## src/rtl/mac_pkg.sv

```systemverilog
package mac_pkg;

  typedef enum logic [3:0] {
    OP_MUL_LO  = 4'd0,
    OP_MULU_D  = 4'd1,
    OP_MULS_D  = 4'd2,
    OP_MAC_S   = 4'd3,
    OP_MAC_D   = 4'd4,
    OP_MSUB_S  = 4'd5,
    OP_MSUB_D  = 4'd6,
    OP_HMAC_S  = 4'd7,
    OP_HMAC_D  = 4'd8
  } mac_op_e;

  localparam int unsigned OP_W = 4;

endpackage

```

## src/rtl/mac_rst_sync.sv

```systemverilog
module mac_rst_sync #(
  parameter int unsigned STAGES = 2
) (
  input  logic clk,
  input  logic rst_n,
  output logic rst_sn
);

  logic [STAGES-1:0] sync_q;

  always_ff @(posedge clk or negedge rst_n) begin
    if (!rst_n) begin
      sync_q <= '0;
    end else begin
      sync_q <= {sync_q[STAGES-2:0], 1'b1};
    end
  end

  assign rst_sn = sync_q[STAGES-1];

endmodule

```

## src/rtl/mac_mult.sv

```systemverilog
module mac_mult #(
  parameter int unsigned DW = 32,
  parameter int unsigned HW = DW / 2
) (
  input  logic [DW-1:0]   a_i,
  input  logic [DW-1:0]   b_i,
  input  logic            signed_i,
  input  logic            half_i,
  output logic [2*DW-1:0] prod_o
);

  localparam int unsigned LANES = DW / HW;
  localparam int unsigned PW    = 2 * DW;

  logic [PW-1:0] a_ext;
  logic [PW-1:0] b_ext;
  logic [PW-1:0] full_prod;
  logic [PW-1:0] lane_prod [LANES];
  logic [PW-1:0] dot_sum;

  // Full-width product: extend by sign or zero, then a modulo-2^64 multiply
  always_comb begin
    a_ext     = {{DW{signed_i & a_i[DW-1]}}, a_i};
    b_ext     = {{DW{signed_i & b_i[DW-1]}}, b_i};
    full_prod = a_ext * b_ext;
  end

  for (genvar g = 0; g < LANES; g++) begin : g_lane
    logic signed [HW-1:0] la;
    logic signed [HW-1:0] lb;
    logic signed [PW-1:0] lp;
    always_comb begin
      la = a_i[g*HW +: HW];
      lb = b_i[g*HW +: HW];
      lp = PW'(la) * PW'(lb);
      lane_prod[g] = lp;
    end
  end

  always_comb begin
    dot_sum = '0;
    for (int k = 0; k < LANES; k++) begin
      dot_sum = dot_sum + lane_prod[k];
    end
  end

  assign prod_o = half_i ? dot_sum : full_prod;

endmodule

```

## src/rtl/mac_accum.sv

```systemverilog
module mac_accum
  import mac_pkg::*;
#(
  parameter int unsigned DW = 32
) (
  input  logic [OP_W-1:0] op_i,
  input  logic [2*DW-1:0] prod_i,
  input  logic [DW-1:0]   hi_i,
  input  logic [DW-1:0]   lo_i,
  output logic [DW-1:0]   nxt_hi_o,
  output logic [DW-1:0]   nxt_lo_o,
  output logic            wr_hi_o,
  output logic            wr_lo_o
);

  logic [2*DW-1:0] acc;
  logic [2*DW-1:0] sum;
  logic [2*DW-1:0] dif;
  logic [2*DW-1:0] res;

  always_comb begin
    acc     = {hi_i, lo_i};
    sum     = acc + prod_i;
    dif     = acc - prod_i;
    res     = acc;
    wr_hi_o = 1'b0;
    wr_lo_o = 1'b0;
    unique case (op_i)
      OP_MUL_LO: begin res = prod_i; wr_lo_o = 1'b1; end
      OP_MULU_D,
      OP_MULS_D: begin res = prod_i; wr_hi_o = 1'b1; wr_lo_o = 1'b1; end
      OP_MAC_S,
      OP_HMAC_S: begin res = sum;    wr_lo_o = 1'b1; end
      OP_MAC_D,
      OP_HMAC_D: begin res = sum;    wr_hi_o = 1'b1; wr_lo_o = 1'b1; end
      OP_MSUB_S: begin res = dif;    wr_lo_o = 1'b1; end
      OP_MSUB_D: begin res = dif;    wr_hi_o = 1'b1; wr_lo_o = 1'b1; end
      default:   begin res = acc; end
    endcase
    nxt_hi_o = res[2*DW-1:DW];
    nxt_lo_o = res[DW-1:0];
  end

  // A double-word write always covers the low word as well
  always_comb begin
    AST_HI_IMPLIES_LO: assert (!wr_hi_o || wr_lo_o);
  end

endmodule

```

## src/rtl/mac_pair_unit.sv

```systemverilog
module mac_pair_unit
  import mac_pkg::*;
#(
  parameter int unsigned DW = 32
) (
  input  logic            clk,
  input  logic            rst_n,
  input  logic            start_i,
  input  logic [3:0]      op_i,
  input  logic [DW-1:0]   a_i,
  input  logic [DW-1:0]   b_i,
  input  logic            load_i,
  input  logic [DW-1:0]   load_hi_i,
  input  logic [DW-1:0]   load_lo_i,
  output logic            done_o,
  output logic [DW-1:0]   acc_hi_o,
  output logic [DW-1:0]   acc_lo_o
);

  logic            rst_sn;
  logic            half_sel;
  logic            signed_sel;
  logic [2*DW-1:0] prod;
  logic [DW-1:0]   op_hi, op_lo;
  logic            op_wr_hi, op_wr_lo;
  logic            accept;
  logic [DW-1:0]   hi_q, lo_q, hi_d, lo_d;
  logic            hi_en, lo_en;
  logic            done_q, done_d;

  mac_rst_sync #(.STAGES(2)) u_rst_sync (
    .clk    (clk),
    .rst_n  (rst_n),
    .rst_sn (rst_sn)
  );

  assign half_sel   = (op_i == OP_HMAC_S) || (op_i == OP_HMAC_D);
  assign signed_sel = (op_i != OP_MULU_D);

  mac_mult #(.DW(DW)) u_mult (
    .a_i      (a_i),
    .b_i      (b_i),
    .signed_i (signed_sel),
    .half_i   (half_sel),
    .prod_o   (prod)
  );

  mac_accum #(.DW(DW)) u_accum (
    .op_i     (op_i),
    .prod_i   (prod),
    .hi_i     (hi_q),
    .lo_i     (lo_q),
    .nxt_hi_o (op_hi),
    .nxt_lo_o (op_lo),
    .wr_hi_o  (op_wr_hi),
    .wr_lo_o  (op_wr_lo)
  );

  // Next-state: load has priority over an operation
  always_comb begin
    accept = start_i & ~load_i;
    done_d = accept;
    hi_en  = load_i | (accept & op_wr_hi);
    lo_en  = load_i | (accept & op_wr_lo);
    hi_d   = load_i ? load_hi_i : op_hi;
    lo_d   = load_i ? load_lo_i : op_lo;
  end

  always_ff @(posedge clk or negedge rst_sn) begin
    if (!rst_sn) begin
      hi_q   <= '0;
      lo_q   <= '0;
      done_q <= 1'b0;
    end else begin
      done_q <= done_d;
      if (hi_en) hi_q <= hi_d;
      if (lo_en) lo_q <= lo_d;
    end
  end

  assign done_o   = done_q;
  assign acc_hi_o = hi_q;
  assign acc_lo_o = lo_q;

  AST_DONE_TIMING: assert property (@(posedge clk) disable iff (!rst_sn)
    1'b1 |=> (done_o == $past(start_i && !load_i)));

  AST_LOAD_WINS: assert property (@(posedge clk) disable iff (!rst_sn)
    load_i |=> (acc_hi_o == $past(load_hi_i)) && (acc_lo_o == $past(load_lo_i)) && !done_o);

  AST_SINGLE_KEEPS_HI: assert property (@(posedge clk) disable iff (!rst_sn)
    (start_i && !load_i && (op_i == OP_MUL_LO || op_i == OP_MAC_S ||
     op_i == OP_MSUB_S || op_i == OP_HMAC_S)) |=> $stable(acc_hi_o));

  AST_UNUSED_OP_HOLDS: assert property (@(posedge clk) disable iff (!rst_sn)
    (start_i && !load_i && op_i > 4'd8) |=> $stable(acc_hi_o) && $stable(acc_lo_o));

  AST_IDLE_HOLDS: assert property (@(posedge clk) disable iff (!rst_sn)
    (!start_i && !load_i) |=> $stable(acc_hi_o) && $stable(acc_lo_o) && !done_o);

endmodule

```

## config.mk

```make
export PLATFORM = sky130hd
export DESIGN_NAME = mac_pair_unit
export DESIGN_NICKNAME = d
export VERILOG_FILES = /design/src/rtl/mac_pkg.sv /design/src/rtl/mac_rst_sync.sv /design/src/rtl/mac_mult.sv /design/src/rtl/mac_accum.sv /design/src/rtl/mac_pair_unit.sv
export SDC_FILE = /design/constraint.sdc
export NUM_CORES = 2
export LEC_CHECK = 0
export BUFFER_PORTS_ARGS = -buffer_cell sky130_fd_sc_hd__buf_2
export CAP_MARGIN = 20
export CORE_ASPECT_RATIO = 1.1
export CORE_MARGIN = 2
export CORE_UTILIZATION = 45
export DETAILED_ROUTE_END_ITERATION = 8
export SETUP_SLACK_MARGIN = 0.2
export SLEW_MARGIN = 20
export SYNTH_ARGS = -nofsm -noshare
export SYNTH_HDL_FRONTEND = slang
export SYNTH_HIERARCHICAL = 1
export SYNTH_SLANG_ARGS = --single-unit
```

## constraint.sdc

```tcl
create_clock -name clk -period 2.8 [get_ports clk]
set_clock_uncertainty 0.2 [all_clocks]
set_input_delay 0.56 -clock clk [delete_from_list [all_inputs] [get_ports clk]]
set_output_delay 0.56 -clock clk [all_outputs]
set_load 0.01 [all_outputs]
```

==> run summary <==
The run gives 1 as the initial antenna violation count. Delay of the slowest critical-path stage: 0.68 ns. The run gives 0.452 as the effective utilization at floorplan.

TritonCTS built the clock tree. Sorting the synthesized cells by area gives the leading types as fa_1 51%, inv_1 11%, ha_1 8.0%. The worst reg2reg path depth is 17, and the cell area after layout is 87200 um^2. The worst slew margin relative to its limit is 0.509, and the share of the synthesized area in the top cell type is 0.514.

The floorplan has 148 rows. The worst setup path is launched from an input port. In this run, the number of DRC markers left after iteration 0 of detailed routing was 3977.

The logs give 0 for the total count of hold-check failures in the final report and 9634 for the number of nets in the synthesized netlist. Synthesis handed over a netlist of 7364 instances. In this run the mean area of a mapped cell was 9.05 um^2. After detailed routing, the average wire length per cell comes to 22.6 um. The signed area change from the synthesized netlist to the final layout was 30.8%; the portion of the clock cycle consumed by the worst path in the final layout was 4.07. In this run the critical register-to-register path is launched from acc_lo_o[0]$_DFFE_PN0P_. The run gives 87.7 MHz as the maximum clock frequency. CTS buffer count: 9.

The residual antenna-violating net count after detailed routing came out at 0. The proportion of layout cells with a drive suffix above 1 works out to 0.290. The cell with the biggest individual delay on the critical path is or4b_4. STA puts the critical path data required time at 2.84 ns.

The run gives 0 as the global route total overflow. The run gives 380000 um as the wire length of the first global-routing pass. Among all cell types in the netlist, the one instantiated most often is inv_1.

The synthesis warning total came out at 6. The worst min-delay path class is flop to async pin. The number of buffers and inverters on the critical path is 7. The number of distinct standard cells referenced by the synthesized netlist was 101. The checks that failed: setup timing.

The worst register-to-register path ends at acc_hi_o[28]$_DFFE_PN0P_. The type of the worst setup path was input port to flop. Routability-driven placement finished with a final weighted congestion of 1.13. The commonest cells after synthesis are 2024 x inv_1, 1710 x fa_1, 824 x nand2_1, 424 x ha_1, 416 x and2_1. The most numerous cell type found on the critical path is fa_1. For the setup-violating endpoint count in the final report, the log shows 64.

The floorplan step defined a core boundary enclosing 147000 um^2. Cell accounting for the most synthesized area: fa_1. Summing all placed instances gives a cell area of 82800 um^2. After synthesis the cells add up to 66600 um^2. The routed design has 247000 um of wire.

The logs give 62100 for the via count of the first global-routing pass and 91 for the maximum number of pins on one net before global-route repair. The logs give 0.37 ns for the clock latency on the worst-skew pair and -1.04 ns for the register-to-register path setup slack. The number of buffer cells added on primary ports was 200; the count of state elements after synthesis was 67. The tools report the worst setup margin as -8.60 ns. In the routed design, unresolved DRC markers number 0. After clock tree synthesis, the clock-pin slew on the worst setup and hold paths is 0.07 ns.

The all-layer global routing usage is 0.337, and the count of nets after finishing is 11200. The maximum level of the CTS H-tree was 3; the reported max-cap violation count was 0. For this design the top-level I/O count stands at 201. In this run the deepest clock path goes through 2 buffers. Detailed placement finished with a half-perimeter wire length of 220000 um. The run finished, with violations left. Clock tree synthesis selected as its root buffer the cell clkbuf_16. Grouping stages by cell kind, the critical path spends the most delay in adder cells. The width of the die is 371 um. The clock net sink count is 67.

Along the worst path, the maximum fanout reaches 4. For the max-slew violation count, the log shows 0. Setup repair after global routing could not meet its margin everywhere. The transition at the pin with the smallest max-transition slack works out to 0.728 ns. For this run, the leading register cell type out of synthesis is dfrtp_1.

The die footprint was 151000 um^2. The count of flip-flops with a built-in enable after synthesis is 0, and the number of vias per cell is 5.15. Sequential share of the synthesized area: 0.0252. Time the worst path needs with I/O delays and setup: 11.40 ns. The arrival time at the worst endpoint is 11.44 ns. The first TritonRoute pass finished after 5 iterations. In this run the vertical extent of the chip is 408 um. The routed layout has 56200 vias. The tools report the category of the worst setup path capture point as a flop.

Proportion of synthesized flip-flops having asynchronous set or reset: 1.00.
## metrics by stage
step / hold WS [ns] / worst slack (ns) / TNS, ns / instances / util
floorplan: 0.0644 / -8.22 / -398.61 / 7364 / -
global placement: 0.0999 / -9.16 / -478.53 / 10800 / 0.562
detailed placement: 0.107 / -9.33 / -483.08 / 10800 / 0.562
CTS: 0.113 / -8.56 / -439.37 / 10800 / 0.577
global route: 0.134 / -8.99 / -469.56 / 10900 / 0.591
finish: 0.0885 / -8.60 / -451.25 / 10900 / 0.591
## worst reg2reg max path, delay by kind of cell (launching register included)
| kind | cells | cell delay [ns] |
|---|---|---|
| flops | 1 | 0.37 |
| compound gates | 10 | 2.23 |
| buf+inv | 2 | 0.22 |
| fa+ha+maj | 2 | 0.49 |
| simple gates | 3 | 0.24 |
## area by class of cell
type | instances | area [um^2]
inverters | 2024 | 7620
flip-flops and latches | 67 | 1680
fillers | 13200 | 60200
clock inverters | 6 | 138
clock buffers | 10 | 229
well taps | 1950 | 2440
multi-input cells | 4932 | 59300
repair buffers | 1926 | 15700
diodes | 1 | 2.50
## registers in the layout, summed over array words and instances (netlist names)
register / count
acc_hi_o: 32
u_rst_sync/sync_q: 2
done_o: 1
acc_lo_o: 32
## placed cells by master, fill, tap and decap left out, drive strengths merged, types with 13 or more instances in the layout
cell type	count
nor3	44
o311ai	67
o21a	16
fa	1710
nand2b	26
inv	2020
nand4	39
nor2	186
nand4b	66
and2	418
xor2	90
or2	17
a31oi	31
nand3	43
o21bai	26
a211oi	15
or3	18
o211ai	16
ha	424
dfrtp	67
a21o	86
o31ai	16
clkbuf	13
buf	1922
a21oi	198
o21ai	183
a22oi	60
and3	41
nand2	825
xnor2	146
## layer usage
layer	GRT usage	up-vias	share of wire
met4	0.160	0	0.064
met5	0	-	0
met2	0.557	1904	0.48
met3	0.0430	471	0.063
li1	-	25100	-
met1	0.438	28700	0.40
## how the worst max path moves through the flow
stage	start	to	slack, ns	cells after the start
floorplan	op_i[1]	acc_hi_o[31]$_DFFE_PN0P_	-8.22	43
detailed placement	a_i[7]	acc_hi_o[31]$_DFFE_PN0P_	-9.33	46
global placement	b_i[18]	acc_hi_o[31]$_DFFE_PN0P_	-9.16	49
finish	op_i[2]	acc_hi_o[31]$_DFFE_PN0P_	-8.60	46
CTS	op_i[2]	acc_hi_o[31]$_DFFE_PN0P_	-8.56	46
global route	op_i[2]	acc_hi_o[31]$_DFFE_PN0P_	-8.99	46
## repair_timing
action	4_1_cts	5_1_grt
hold endpoints to repair	2	0
pin swaps	129	150
hold buffers	1	0
setup buffers	60	66
gates cloned	0	1
resized for setup	356	327
endpoints found under the setup margin	64	64
## cell families (layout without fill, tap and decap cells)
kind of cell    Yosys count  after routing  share of synthesized area
mux                      10             10                    0.00169
xor+xnor                236            236                     0.0310
fa+ha+maj              2134           2134                      0.593
simple gates           1772           1772                      0.132
compound gates          779            779                     0.0820
buf+inv                2365           3966                      0.135
other cells               1              2                  0.0000563
flops                    67             67                     0.0252
Power is left out: the tool's default activity adds up to more than one toggle a clock period on the data nets, which glitch-free logic cannot reach.
